$ cat config.mk
export PLATFORM = sky130hd
export DESIGN_NAME = exc_state_unit
export DESIGN_NICKNAME = d
export VERILOG_FILES = /design/src/rtl/exc_state_pkg.sv /design/src/rtl/exc_state_bank.sv /design/src/rtl/exc_lowest_pick.sv /design/src/rtl/exc_state_unit.sv
export SDC_FILE = /design/constraint.sdc
export NUM_CORES = 1
export LEC_CHECK = 0
export ABC_AREA = 1
export BUFFER_PORTS_ARGS = -buffer_cell sky130_fd_sc_hd__buf_2
export CAP_MARGIN = 20
export CORE_ASPECT_RATIO = 0.7
export CORE_UTILIZATION = 60
export CTS_CLUSTER_DIAMETER = 30
export DETAILED_ROUTE_END_ITERATION = 16
export GPL_TIMING_DRIVEN = 0
export PLACE_DENSITY = 0.91
export SYNTH_ARGS = -nofsm -noshare
export SYNTH_HDL_FRONTEND = slang
export SYNTH_SLANG_ARGS = --single-unit
$ cat constraint.sdc
create_clock -name clk -period 12.8 [get_ports clk]
set_input_delay 0.64 -clock clk [delete_from_list [all_inputs] [get_ports clk]]
set_output_delay 0.64 -clock clk [all_outputs]
set_load 0.01 [all_outputs]
$ cat src/rtl/exc_state_pkg.sv
`timescale 1ns/1ps
// Package: exception numbers, register offsets and the implemented-exception
// mask shared by the state unit and its submodules.
package exc_state_pkg;
    localparam int EXC_NMI     = 2;
    localparam int EXC_MEMF    = 4;
    localparam int EXC_BUSF    = 5;
    localparam int EXC_USEF    = 6;
    localparam int EXC_SVC     = 11;
    localparam int EXC_DBG     = 12;
    localparam int EXC_DEFER   = 14;
    localparam int EXC_TICK    = 15;
    localparam int EXT_BASE    = 16;

    // Bit k set when system exception k exists.
    localparam logic [15:0] SYS_IMPL = 16'hD874;

    localparam logic [11:0] OFF_CTYPE = 12'h004;
    localparam logic [11:0] OFF_CTRL  = 12'hD04;
    localparam logic [11:0] OFF_VBASE = 12'hD08;
    localparam logic [11:0] OFF_HSTAT = 12'hD24;
    localparam logic [11:0] OFF_TRIG  = 12'hF00;
endpackage

$ cat src/rtl/exc_state_bank.sv
`timescale 1ns/1ps
// Module: exc_state_bank
// Holds one pending and one active flag per exception number. Set wins
// over clear and acknowledge for pending; acknowledge wins over completion
// for active. Unimplemented system numbers are tied to zero.
// Assumes the hit vectors are one-cycle strobes decoded by the parent.
module exc_state_bank #(
    parameter int NV = 80,
    parameter logic [15:0] IMPL = 16'hFFFF
) (
    input  logic          clk,
    input  logic          rst_n,
    input  logic [NV-1:0] set_hit,
    input  logic [NV-1:0] clr_hit,
    input  logic [NV-1:0] ack_hit,
    input  logic [NV-1:0] done_hit,
    output logic [NV-1:0] pend_q,
    output logic [NV-1:0] act_q
);
    for (genvar v = 0; v < NV; v++) begin : g_bit
        if (v < 16 && !IMPL[v]) begin : g_none
            assign pend_q[v] = 1'b0;
            assign act_q[v]  = 1'b0;
        end else begin : g_flag
            logic p_r, a_r;
            // Pending flag: set dominates clear and acknowledge.
            always_ff @(posedge clk) begin
                if (!rst_n) p_r <= 1'b0;
                else        p_r <= (p_r & ~clr_hit[v] & ~ack_hit[v]) | set_hit[v];
            end
            // Active flag: acknowledge dominates completion.
            always_ff @(posedge clk) begin
                if (!rst_n) a_r <= 1'b0;
                else        a_r <= (a_r & ~done_hit[v]) | ack_hit[v];
            end
            assign pend_q[v] = p_r;
            assign act_q[v]  = a_r;

            p_set_pends_r11: assert property (@(posedge clk) disable iff (!rst_n)
                set_hit[v] |=> pend_q[v]);
            p_ack_to_active_r12: assert property (@(posedge clk) disable iff (!rst_n)
                ack_hit[v] |=> act_q[v]);
            p_ack_leaves_pend_r12: assert property (@(posedge clk) disable iff (!rst_n)
                (ack_hit[v] && !set_hit[v]) |=> !pend_q[v]);
            p_done_clears_r12: assert property (@(posedge clk) disable iff (!rst_n)
                (done_hit[v] && !ack_hit[v]) |=> !act_q[v]);
        end
    end
endmodule

$ cat src/rtl/exc_lowest_pick.sv
`timescale 1ns/1ps
// Module: exc_lowest_pick
// Finds the lowest set bit of the eligibility vector and reports its index.
// Assumes NV <= 2**VW. Purely combinational.
module exc_lowest_pick #(
    parameter int NV = 80,
    parameter int VW = 7
) (
    input  logic [NV-1:0] elig,
    output logic          valid,
    output logic [VW-1:0] vec
);
    // Scan from the top so that the lowest hit is written last.
    always_comb begin
        valid = 1'b0;
        vec   = '0;
        for (int v = NV - 1; v >= 0; v--) begin
            if (elig[v]) begin
                valid = 1'b1;
                vec   = VW'(v);
            end
        end
    end
endmodule

$ cat src/rtl/exc_state_unit.sv
`timescale 1ns/1ps
// Module: exc_state_unit
// Register front end for the system-exception and external-interrupt
// pending/active state. Decodes the register port into per-vector set and
// clear strobes, keeps the fault enables and vector-table base, and builds
// the status words. Assumes NUM_EXT is a multiple of 32 and at most 496.
module exc_state_unit
    import exc_state_pkg::*;
#(
    parameter int NUM_EXT = 64,
    parameter int NV      = EXT_BASE + NUM_EXT,
    parameter int VW      = $clog2(NV)
) (
    input  logic               clk,
    input  logic               rst_n,
    input  logic               reg_wr_i,
    input  logic [11:0]        reg_addr_i,
    input  logic [31:0]        reg_wdata_i,
    output logic [31:0]        reg_rdata_o,
    input  logic [15:0]        sys_pend_i,
    input  logic [NUM_EXT-1:0] ext_pend_i,
    input  logic               ack_i,
    input  logic [VW-1:0]      ack_vec_i,
    input  logic               done_i,
    input  logic [VW-1:0]      done_vec_i,
    input  logic [VW-1:0]      act_vec_i,
    output logic               pend_valid_o,
    output logic [VW-1:0]      pend_vec_o
);
    localparam logic [31:0] CTYPE_VAL = 32'(NUM_EXT / 32 - 1);

    logic          wr_ctrl, wr_hstat, wr_trig, wr_vbase;
    logic [NV-1:0] set_hit, clr_hit, ack_hit, done_hit;
    logic [NV-1:0] pend_q, act_q, elig;
    logic [2:0]    fault_en_q;   // {usage, bus, mem}
    logic [31:7]   vbase_q;
    logic          ret_base, any_ext;
    logic [31:0]   rd_ctrl, rd_hstat;

    assign wr_ctrl  = reg_wr_i && (reg_addr_i == OFF_CTRL);
    assign wr_hstat = reg_wr_i && (reg_addr_i == OFF_HSTAT);
    assign wr_trig  = reg_wr_i && (reg_addr_i == OFF_TRIG);
    assign wr_vbase = reg_wr_i && (reg_addr_i == OFF_VBASE);

    // Per-vector set/clear strobes from software, hardware pulses and the core.
    always_comb begin
        set_hit  = '0;
        clr_hit  = '0;
        ack_hit  = '0;
        done_hit = '0;
        set_hit[15:0] = sys_pend_i & SYS_IMPL;
        set_hit[NV-1:EXT_BASE] = ext_pend_i;
        if (wr_ctrl) begin
            set_hit[EXC_NMI]   = set_hit[EXC_NMI]   | reg_wdata_i[31];
            set_hit[EXC_DEFER] = set_hit[EXC_DEFER] | reg_wdata_i[28];
            set_hit[EXC_TICK]  = set_hit[EXC_TICK]  | reg_wdata_i[26];
            clr_hit[EXC_DEFER] = reg_wdata_i[27] & ~reg_wdata_i[28];
            clr_hit[EXC_TICK]  = reg_wdata_i[25] & ~reg_wdata_i[26];
        end
        for (int n = 0; n < NUM_EXT; n++) begin
            if (wr_trig && reg_wdata_i[8:0] == 9'(n))
                set_hit[EXT_BASE + n] = 1'b1;
        end
        for (int v = 0; v < NV; v++) begin
            ack_hit[v]  = ack_i  && (ack_vec_i  == VW'(v));
            done_hit[v] = done_i && (done_vec_i == VW'(v));
        end
    end

    exc_state_bank #(.NV(NV), .IMPL(SYS_IMPL)) bank_i (
        .clk      (clk),
        .rst_n    (rst_n),
        .set_hit  (set_hit),
        .clr_hit  (clr_hit),
        .ack_hit  (ack_hit),
        .done_hit (done_hit),
        .pend_q   (pend_q),
        .act_q    (act_q)
    );

    // Fault enables: only bits 18:16 of the handler word are writable.
    always_ff @(posedge clk) begin
        if (!rst_n)        fault_en_q <= 3'b000;
        else if (wr_hstat) fault_en_q <= reg_wdata_i[18:16];
    end

    // Vector-table base, aligned to 128 bytes.
    always_ff @(posedge clk) begin
        if (!rst_n)        vbase_q <= '0;
        else if (wr_vbase) vbase_q <= reg_wdata_i[31:7];
    end

    // Eligibility: faults gated by their enables, all others always eligible.
    always_comb begin
        elig = pend_q;
        elig[EXC_MEMF] = pend_q[EXC_MEMF] & fault_en_q[0];
        elig[EXC_BUSF] = pend_q[EXC_BUSF] & fault_en_q[1];
        elig[EXC_USEF] = pend_q[EXC_USEF] & fault_en_q[2];
    end

    exc_lowest_pick #(.NV(NV), .VW(VW)) pick_i (
        .elig  (elig),
        .valid (pend_valid_o),
        .vec   (pend_vec_o)
    );

    // Return-to-base: at most one exception active.
    always_comb begin
        int cnt;
        cnt = 0;
        for (int v = 0; v < NV; v++) cnt = cnt + int'(act_q[v]);
        ret_base = (cnt <= 1);
    end

    assign any_ext = |pend_q[NV-1:EXT_BASE];

    // Interrupt control/state word.
    always_comb begin
        rd_ctrl = '0;
        rd_ctrl[VW-1:0]  = act_vec_i;
        rd_ctrl[11]      = ret_base;
        rd_ctrl[12 +: VW] = pend_vec_o;
        rd_ctrl[22]      = any_ext;
        rd_ctrl[26]      = pend_q[EXC_TICK];
        rd_ctrl[28]      = pend_q[EXC_DEFER];
        rd_ctrl[31]      = pend_q[EXC_NMI];
    end

    // System handler control/status word.
    always_comb begin
        rd_hstat = '0;
        rd_hstat[0]  = act_q[EXC_MEMF];
        rd_hstat[1]  = act_q[EXC_BUSF];
        rd_hstat[3]  = act_q[EXC_USEF];
        rd_hstat[7]  = act_q[EXC_SVC];
        rd_hstat[8]  = act_q[EXC_DBG];
        rd_hstat[10] = act_q[EXC_DEFER];
        rd_hstat[11] = act_q[EXC_TICK];
        rd_hstat[12] = pend_q[EXC_USEF];
        rd_hstat[13] = pend_q[EXC_MEMF];
        rd_hstat[14] = pend_q[EXC_BUSF];
        rd_hstat[15] = pend_q[EXC_SVC];
        rd_hstat[18:16] = fault_en_q;
    end

    // Read multiplexer; unknown offsets read zero.
    always_comb begin
        case (reg_addr_i)
            OFF_CTYPE: reg_rdata_o = CTYPE_VAL;
            OFF_CTRL:  reg_rdata_o = rd_ctrl;
            OFF_VBASE: reg_rdata_o = {vbase_q, 7'b0};
            OFF_HSTAT: reg_rdata_o = rd_hstat;
            default:   reg_rdata_o = '0;
        endcase
    end

    p_set_wins_r3: assert property (@(posedge clk) disable iff (!rst_n)
        (wr_ctrl && reg_wdata_i[28]) |=> pend_q[EXC_DEFER]);
    p_tick_set_wins_r3: assert property (@(posedge clk) disable iff (!rst_n)
        (wr_ctrl && reg_wdata_i[26]) |=> pend_q[EXC_TICK]);
    p_pick_eligible_r10: assert property (@(posedge clk) disable iff (!rst_n)
        pend_valid_o |-> elig[pend_vec_o]);
    p_pick_none_r10: assert property (@(posedge clk) disable iff (!rst_n)
        !pend_valid_o |-> (elig == '0 && pend_vec_o == '0));
    p_enable_only_r6: assert property (@(posedge clk) disable iff (!rst_n)
        wr_hstat |=> (fault_en_q == $past(reg_wdata_i[18:16])));
endmodule

==> qor.yml, run 1 <==
worst_setup_path:
  critPathMaxFanout: 2
  cp.required_ns: 12.16
  crit_cells: 20
  path_delay_family: "adder cells"
  setup.worst_path.start: "bank_i.g_bit[26].g_flag.a_r$_SDFF_PN0_"
  r2r-end: "bank_i.g_bit[35].g_flag.a_r$_SDFF_PN0_"
  cp_common_cell: "fa_1"
  crit_chain: "fa_1 > inv_1 > fa_1 > inv_1 > fa_1 > inv_1 > fa_1 > inv_1 > fa_1 > inv_1 > fa_1 > fa_1 > fa_1 > inv_1 > ha_1 > fa_1 > nor4_1 > nand4_1 > o221ai_1 > buf_2"
  cp_slowest_stage_delay_ns: 0.58
  cp_data_arrival_time_ns: 6.88
  path_class: "reg -> out"
  cp-endpoint: "reg_rdata_o[11]"
  reg2reg_from: "bank_i.g_bit[35].g_flag.a_r$_SDFF_PN0_"
  rr_worst_depth: 2
  path_buf_inv: 7
  worstSetupEndpointType: "output port"
  cp-start-kind: "flop"
  ff2ff_setup_slack_ns: 11.93
  cp_slowest_cell: "fa_1"
power:
  p_switching_w: 0.000331
  switching_share: 0.261
  seqPwrFrac: 0.447
  power_frac_clock: 0.436
  p_leak_nw: 5.07
  p_per_area_nw_per_um2: 107
  p_int_w: 0.000937
  power_frac_comb: 0.118
  vdd.ir_drop.worst_v: 0.000105
die:
  initial_core_util: 0.615
  die_x_um: 157
  die_area_um2: 17300
  dieHeight_um: 110
  core_um2: 16300
  rows: 39
  ioPinCount: 190
global_routing:
  grt_pass1_vias: 9876
  grt_pass1_wl_um: 52900
  grt_max_degree: 17
  antenna_found_initial: 1
  grt-ovfl-total: 0
  grt_usage: 0.421
clock_tree:
  cts.reportedPaths.clkPinSlew_ns: 0.07
  ctsHoldBuffers: 0
  cts_root_buf: "clkbuf_16"
  clock_path_buffers: 2
  cts_resized: 0
  htreeDepth: 4
  cts-buffers-inserted: 17
  cts_tree: "built"
  clock_latency_ns: 0.44
  cts.sinks: 172
  post_cts_buffers: 0
finish:
  area_growth_pct: 17.8
  fillers: 1291
  fin_area_um2: 11800
  nNetsFinal: 1858
  diodes: 0
  seq_area_um2: 3440
  drive_gt1_frac: 0.131
  multi_input_area_um2: 5380
  stdcell_count: 1867
route:
  wl_per_cell_um: 19.0
  avgViaCountPerCell: 5.94
  via_count: 11100
  drcViolationCount: 0
  drt_iter0_drc: 1886
  drt_pass1_iterations: 10
  wirelength_um: 35400
  postRouteAntennaNets: 0
hold_path:
  whs_path_depth: 3
  hold_path.class: "in -> reg"
placed_design:
  place_area_um2: 11200
  dp_cells: 1836
  place_congestion: 1.09
  io_buffers: 177
  dp_hpwl_um: 28100
synth:
  syn_area_um2: 10100
  yosysTopAreaCell: "dfxtp_1"
  synth_seq_cells: 172
  synthCells: 1433
  ys_seq_area_frac: 0.342
  synthTopCellsByArea: "dfxtp_1 (34%), fa_1 (12%), a21oi_1 (12%)"
  syn_area_per_cell_um2: 7.02
  synth-edff-count: 0
  synth_top_area_share: 0.342
  ys_async_sr_fraction: 0
  ys_warn_count: 0
  synth_common_cells: "nand2_1 (266), inv_1 (259), a21oi_1 (239)"
  yosys.cell_types.count: 29
  synth_most_common_cell: "nand2_1"
  ys.flop_type: "dfxtp_1"
  synth_nets: 1661
sta:
  drv_slew: 0
  whs_ns: 0.403
  tns_ns: 0
  finClkSkew_ns: 0
  clock.fmax_mhz: 133
  post-route-period-util: 0.587
  slew_headroom: 0.341
  tightest_slew_ns: 0.979
  final_hold_viol_count: 0
  rsz0062_at_grt: "false"
  finalSetupViolCount: 0
  finalCriticalPeriod_ns: 7.52
run_status:
  status: "finished, final reports clean"
run:
  maxCapViolations: 0
==> power groups by stage <==
stage	clock, W	sequential (W)	combinational, W
2_1_floorplan	0	0.000574	0.0000873
3_3_place_gp	0	0.000577	0.000137
3_5_place_dp	0	0.000578	0.000141
4_1_cts	0.000542	0.000566	0.000143
5_1_grt	0.000572	0.000568	0.000163
6_report	0.000553	0.000566	0.000149
==> placed cells by master (no fill, tap or decap), types with 43 or more instances in the layout <==
master      n
fa_1       61
a21oi_1   239
nand2_1   266
nor2_1    135
dfxtp_1   172
nand3_1    43
buf_2     179
clkbuf_1   46
o21ai_0   106
inv_1     259
==> registers in the layout, indices dropped and copies added, names as in the netlist <==
name                     flops
vbase_q                     25
fault_en_q                   3
bank_i.g_bit.g_flag.p_r     72
bank_i.g_bit.g_flag.a_r     72
==> layer usage <==
| layer | wire [µm] | global-route usage | part of all wire | up-vias |
|---|---|---|---|---|
| met5 | 0 | 0 | 0 | - |
| met4 | 1530 | 0.179 | 0.043 | 0 |
| met3 | 6050 | 0.131 | 0.17 | 149 |
| met2 | 14500 | 0.615 | 0.41 | 953 |
| met1 | 13300 | 0.577 | 0.38 | 5013 |
| li1 | - | - | - | 4974 |
==> area by class of cell <==
cell class / instances / share of cell area
Multi-Input combinational cell: 948 / 0.454
Sequential cell: 172 / 0.291
Inverter: 266 / 0.0890
Timing Repair Buffer: 178 / 0.0752
Clock buffer: 21 / 0.0380
Tap cell: 225 / 0.0238
Buffer: 47 / 0.0150
Clock inverter: 10 / 0.0138
==> metrics by stage <==
stage / util / power (W) / setup slack [ns]
after floorplan: - / 0.000662 / 6.36
after global placement: 0.686 / 0.000713 / 5.85
after detailed placement: 0.687 / 0.000719 / 5.76
after CTS: 0.724 / 0.00125 / 5.29
after global routing: 0.724 / 0.00130 / 5.04
final: 0.724 / 0.00127 / 5.28
==> cell families after synthesis <==
group / count (synthesis) / share of synthesized area
compound gates: 371 / 0.191
fa+ha+maj: 78 / 0.143
buf+inv: 313 / 0.122
flops: 172 / 0.342
simple gates: 499 / 0.201
==> worst reg2reg max path, delay by kind of cell, from the launching register on <==
family | cells | cell delay [ns]
AO/OA/AOI/OAI | 2 | 0.39
flip-flops | 1 | 0.39
==> how the worst min path moves through the flow <==
stage / startpoint / to
3_5_place_dp: vbase_q[23]$_SDFFE_PN0P_ / vbase_q[23]$_SDFFE_PN0P_
3_3_place_gp: vbase_q[16]$_SDFFE_PN0P_ / vbase_q[16]$_SDFFE_PN0P_
5_1_grt: sys_pend_i[6] / bank_i.g_bit[6].g_flag.p_r$_SDFF_PN0_
2_1_floorplan: vbase_q[16]$_SDFFE_PN0P_ / vbase_q[16]$_SDFFE_PN0P_
4_1_cts: sys_pend_i[6] / bank_i.g_bit[6].g_flag.p_r$_SDFF_PN0_
6_report: sys_pend_i[6] / bank_i.g_bit[6].g_flag.p_r$_SDFF_PN0_
Power figures use the tool's default switching activity.
==> run 2, diff against run 1 <==
- CORE_UTILIZATION: 60 -> 56
- PLACE_DENSITY: 0.91 -> 0.86
- clock period: 12.8 -> 7.1 ns (I/O delays scaled with it)
==> qor.yml, run 2 (same netlist as run 1, synthesis figures left out) <==
run_status:
  status: "finished, final reports clean"  # unchanged
die:
  die_x_um: 162  # was 157 µm
  die_area_um2: 18500  # was 17300 µm²
  core_um2: 17400  # was 16300 µm²
  rows: 40  # was 39
  dieHeight_um: 114  # was 110 µm
  ioPinCount: 190  # unchanged
  initial_core_util: 0.579  # was 0.615
worst_setup_path:
  worstSetupEndpointType: "output port"  # unchanged
  ff2ff_setup_slack_ns: 6.23  # was 11.93 ns
  r2r-end: "bank_i.g_bit[14].g_flag.a_r$_SDFF_PN0_"  # was bank_i.g_bit[35].g_flag.a_r$_SDFF_PN0_
  cp_data_arrival_time_ns: 6.43  # was 6.88 ns
  critPathMaxFanout: 2  # unchanged
  reg2reg_from: "bank_i.g_bit[14].g_flag.a_r$_SDFF_PN0_"  # was bank_i.g_bit[35].g_flag.a_r$_SDFF_PN0_
  rr_worst_depth: 2  # unchanged
  cp-start-kind: "flop"  # unchanged
  path_class: "reg -> out"  # unchanged
  cp.required_ns: 6.74  # was 12.16 ns
  setup.worst_path.start: "bank_i.g_bit[26].g_flag.a_r$_SDFF_PN0_"  # unchanged
sta:
  timing.final.ws_setup_ns: 0.314  # was 5.28 ns
  tns_ns: 0  # unchanged
  clock.fmax_mhz: 147
  finalSetupViolCount: 0  # unchanged
  finClkSkew_ns: 0  # unchanged
  slew_headroom: 0.263  # was 0.341
  drv_slew: 0  # unchanged
  final_hold_viol_count: 0  # unchanged
  rsz0062_at_grt: "false"  # unchanged
  post-route-period-util: 0.956
  tightest_slew_ns: 1.10  # was 0.979 ns
  finalCriticalPeriod_ns: 6.79
  whs_ns: 0.117  # was 0.403 ns
global_routing:
  antenna_found_initial: 1  # unchanged
  grt_pass1_wl_um: 54400  # was 52900 µm
  grt_usage: 0.402  # was 0.421
  grt-ovfl-total: 0  # unchanged
  grt_max_degree: 17  # unchanged
  grt_pass1_vias: 9738  # was 9876
route:
  via_count: 10900  # was 11100
  postRouteAntennaNets: 0  # unchanged
  drt_iter0_drc: 1665  # was 1886
  avgViaCountPerCell: 5.83  # was 5.94
  drt_pass1_iterations: 6  # was 10
  wl_per_cell_um: 19.6  # was 19.0 µm
  drcViolationCount: 0  # unchanged
  wirelength_um: 36800  # was 35400 µm
finish:
  nNetsFinal: 1858  # unchanged
  top_regs: "bank_i.g_bit.g_flag.a_r: 72 flops, bank_i.g_bit.g_flag.p_r: 72 flops, vbase_q: 25 flops"  # unchanged
  fillers: 1510  # was 1291
  diodes: 0  # unchanged
  fin_area_um2: 11800  # about the same
  drive_gt1_frac: 0.134  # was 0.131
  area_growth_pct: 17.4  # was 17.8%
  final_common_cell: "nand2_1"  # unchanged
  multi_input_area_um2: 5390  # was 5380 µm²
  stdcell_count: 1874  # was 1867
  seq_area_um2: 3440  # unchanged
  mostFrequentLayoutCells: "nand2_1 (266), inv_1 (259), a21oi_1 (239), buf_2 (179), dfxtp_1 (172)"  # unchanged
hold_path:
  whs_path_depth: 3  # unchanged
  holdPathEnd: "bank_i.g_bit[11].g_flag.p_r$_SDFF_PN0_"  # was bank_i.g_bit[6].g_flag.p_r$_SDFF_PN0_
  hp-start: "sys_pend_i[11]"  # was sys_pend_i[6]
  hold_path.class: "in -> reg"  # unchanged
power:
  p_leak_nw: 5.07  # about the same
  vdd.ir_drop.worst_v: 0.000156  # was 0.000105 V
  p_per_area_nw_per_um2: 188  # was 107 nW/µm²
clock_tree:
  ctsHoldBuffers: 0  # unchanged
  cts_tree: "built"  # unchanged
  post_cts_buffers: 0  # unchanged
  clock_path_buffers: 2  # unchanged
  clock_latency_ns: 0.44  # about the same
  cts_root_buf: "clkbuf_16"  # unchanged
  cts.reportedPaths.clkPinSlew_ns: 0.07  # about the same
  cts.sinks: 172  # unchanged
  cts_resized: 0  # unchanged
  htreeDepth: 4  # unchanged
  cts-buffers-inserted: 17  # unchanged
placed_design:
  place_congestion: 1.01  # was 1.09
  place_ws_ns: 0.585  # was 5.76 ns
  place_area_um2: 11200  # about the same
  io_buffers: 177  # unchanged
  dp_hpwl_um: 29700  # was 28100 µm
  dp_cells: 1841  # was 1836
run:
  maxCapViolations: 0  # unchanged
[run 2: critical path, cell delays in order (launching register included)]
cell,delay [ns]
dfxtp_1,0.35
fa_1,0.54
inv_1,0.05
fa_1,0.54
inv_1,0.07
fa_1,0.54
inv_1,0.06
fa_1,0.50
inv_1,0.06
fa_1,0.53
inv_1,0.05
fa_1,0.52
fa_1,0.44
fa_1,0.55
inv_1,0.04
ha_1,0.21
fa_1,0.45
nor4_2,0.15
nand4_1,0.12
o221ai_1,0.07
buf_2,0.16
[run 2: worst max-delay path by stage]
stage / slack [ns] / endpoint / cells past startpoint
after floorplan: 0.94 / reg_rdata_o[11] / 19
after global placement: 0.60 / reg_rdata_o[11] / 20
after detailed placement: 0.58 / reg_rdata_o[11] / 20
after CTS: 0.1 / reg_rdata_o[11] / 20
after global routing: 0.07 / reg_rdata_o[11] / 20
final: 0.31 / reg_rdata_o[11] / 20
[run 2: where the power goes]
part	internal [W]	switching, W
Clock	0.000499	0.000432
Sequential	0.000996	0.0000248
Combinational	0.0000969	0.000170
[run 2: metal layers]
metal  part of all wire  global-route usage  vias up
met5                  0                   0        -
met4              0.024               0.116        0
met3               0.15               0.126       90
met2               0.40               0.553      812
met1               0.43               0.597     5054
li1                   -                   -     4976
[run 2: layout make-up]
cell class,instances,area share
Timing Repair Buffer,178,0.0754
Clock inverter,14,0.0109
Tap cell,231,0.0245
Buffer,47,0.0150
Multi-Input combinational cell,948,0.456
Sequential cell,172,0.292
Inverter,266,0.0892
Clock buffer,18,0.0372
[run 2: metrics by stage]
step,utilization,power (W)
global route,0.680,0.00228
floorplan,-,0.00119
detailed placement,0.647,0.00130
global placement,0.647,0.00129
finish,0.680,0.00222
CTS,0.679,0.00220
==> run 3, diff against run 2 <==
- CORE_UTILIZATION: 56 -> 58
- CTS_BUF_LIST: not set -> sky130_fd_sc_hd__clkbuf_4
- PLACE_DENSITY: 0.86 -> 0.89
==> qor.yml, run 3 (same netlist as run 1, synthesis figures left out) <==
run_status:
  status: "finished with violations"  # was finished, final reports clean
  violations: "negative setup slack"
power:
  p_per_area_nw_per_um2: 165  # was 188 nW/µm²
  p_leak_nw: 5.05  # was 5.07 nW
  vdd.ir_drop.worst_v: 0.000135  # was 0.000156 V
  power_w: 0.00196  # was 0.00222 W
placed_design:
  dp_hpwl_um: 30300  # was 29700 µm
  io_buffers: 177  # unchanged
  place_ws_ns: 0.492  # was 0.585 ns
  place_congestion: 1.01  # about the same
  dp_cells: 1836  # was 1841
sta:
  final_hold_viol_count: 0  # unchanged
  rsz0062_at_grt: "true"  # was false
  drv_slew: 0  # unchanged
  timing.final.ws_setup_ns: -0.0337  # was 0.314 ns
  finalSetupViolCount: 1  # was 0
  tns_ns: -0.0337  # was 0 ns
  tightest_slew_ns: 1.03  # was 1.10 ns
  whs_ns: 0.00745  # was 0.117 ns
  post-route-period-util: 1.00  # was 0.956
  finalCriticalPeriod_ns: 7.13  # was 6.79 ns
  slew_headroom: 0.311  # was 0.263
  clock.fmax_mhz: 140  # was 147 MHz
  finClkSkew_ns: 0  # unchanged
global_routing:
  grt_pass1_vias: 10100  # was 9738
  grt_usage: 0.417  # was 0.402
  grt-ovfl-total: 0  # unchanged
  grt_max_degree: 17  # unchanged
  grt_pass1_wl_um: 55000  # was 54400 µm
  antenna_found_initial: 0  # was 1
route:
  via_count: 11000  # was 10900
  postRouteAntennaNets: 0  # unchanged
  wirelength_um: 37300  # was 36800 µm
  avgViaCountPerCell: 5.82  # was 5.83
  wl_per_cell_um: 19.7  # was 19.6 µm
  drt_pass1_iterations: 7  # was 6
  drcViolationCount: 0  # unchanged
  drt_iter0_drc: 1570  # was 1665
worst_setup_path:
  cp.required_ns: 6.74  # about the same
  cp_data_arrival_time_ns: 6.78  # was 6.43 ns
  path_class: "reg -> out"  # unchanged
  worstSetupEndpointType: "output port"  # unchanged
  cp-start-kind: "flop"  # unchanged
  ff2ff_setup_slack_ns: 6.26  # was 6.23 ns
  critPathMaxFanout: 2  # unchanged
clock_tree:
  clock_latency_ns: 0.59  # was 0.44 ns
  cts.sinks: 172  # unchanged
  cts-buffers-inserted: 17  # unchanged
  cts_root_buf: "clkbuf_4"  # was clkbuf_16
  cts_tree: "built"  # unchanged
  htreeDepth: 4  # unchanged
  cts.reportedPaths.clkPinSlew_ns: 0.15  # was 0.07 ns
  clock_path_buffers: 2  # unchanged
die:
  dieHeight_um: 112  # was 114 µm
  core_um2: 16600  # was 17400 µm²
  die_x_um: 159  # was 162 µm
  rows: 39  # was 40
  initial_core_util: 0.604  # was 0.579
  ioPinCount: 190  # unchanged
  die_area_um2: 17900  # was 18500 µm²
finish:
  mostFrequentLayoutCells: "nand2_1 (266), inv_1 (255), a21oi_1 (239), buf_2 (178), dfxtp_1 (169)"  # was nand2_1 (266), inv_1 (259), a21oi_1 (239), buf_2 (179), dfxtp_1 (172)
  fillers: 1359  # was 1510
  stdcell_count: 1893  # was 1874
  seq_area_um2: 3450  # was 3440 µm²
  nNetsFinal: 1884  # was 1858
  area_growth_pct: 17.6  # was 17.4%
  drive_gt1_frac: 0.136  # was 0.134
  top_regs: "bank_i.g_bit.g_flag.a_r: 72 flops, bank_i.g_bit.g_flag.p_r: 72 flops, vbase_q: 25 flops"  # unchanged
  multi_input_area_um2: 5400  # was 5390 µm²
  final_common_cell: "nand2_1"  # unchanged
hold_path:
  hold_path.class: "in -> reg"  # unchanged
run:
  maxCapViolations: 0  # unchanged
==> run 3: worst max-delay path: stages (launching register included) <==
cell and delay (ns):
dfxtp_1 0.38, fa_1 0.58, inv_1 0.07, fa_1 0.52, fa_1 0.53, fa_1 0.59
inv_2 0.05, fa_1 0.51, inv_2 0.04, fa_2 0.56, fa_1 0.44, fa_1 0.52
inv_1 0.05, ha_2 0.20, fa_1 0.48, nor4_2 0.25, nand4_1 0.15, o221ai_2 0.09
buf_2 0.16
==> run 3: path summary, 6_finish.rpt <==
check / from / cells past startpoint / to
worst max-delay path: bank_i.g_bit[32].g_flag.a_r$_SDFF_PN0_ / 18 / reg_rdata_o[11]
worst min-delay path: ext_pend_i[11] / 3 / bank_i.g_bit[27].g_flag.p_r$_SDFF_PN0_
worst max register to register: bank_i.g_bit[12].g_flag.a_r$_SDFF_PN0_ / 2 / bank_i.g_bit[12].g_flag.a_r$_SDFF_PN0_
worst min register to register: vbase_q[19]$_SDFFE_PN0P_ / 2 / vbase_q[19]$_SDFFE_PN0P_
==> run 3: stage by stage <==
| stage | util | cell area (µm²) |
|---|---|---|
| floorplan | - | 10100 |
| global placement | 0.674 | 11200 |
| detailed placement | 0.675 | 11200 |
| CTS | 0.708 | 11800 |
| global route | 0.711 | 11800 |
| finish | 0.711 | 11800 |
==> run 3: report_power, final <==
part           switching, W  leakage, nW  internal [W]  total (W)
Combinational      0.000174         3.47      0.000107   0.000281
Sequential        0.0000248         1.41      0.000996    0.00102
Clock              0.000375        0.163      0.000280   0.000655
==> run 3: cell type report <==
type,instances,share of cell area
antenna,1,0.000212
clock inverter,13,0.0162
multi-input combinational,948,0.456
clock buffer,17,0.0108
inverter,266,0.0891
sequential,172,0.292
tap,225,0.0238
buffer,47,0.0150
timing repair buffer,204,0.0970
==> run 3: layer usage <==
| metal | routed length, µm | vias up | GRT usage |
|---|---|---|---|
| met3 | 6280 | 108 | 0.159 |
| met5 | 0 | - | 0 |
| met4 | 1040 | 0 | 0.126 |
| li1 | - | 5030 | - |
| met1 | 15000 | 5041 | 0.588 |
| met2 | 15000 | 843 | 0.589 |
==> run 3: timing repair <==
action / CTS / global route
setup endpoints to repair: 1 / 1
buffers inserted: 0 / 1
endpoints found under the hold margin: 24 / 1
pin swaps: 4 / 13
gates cloned: 0 / 0
hold buffers: 24 / 1
gates resized for setup: 1 / 11
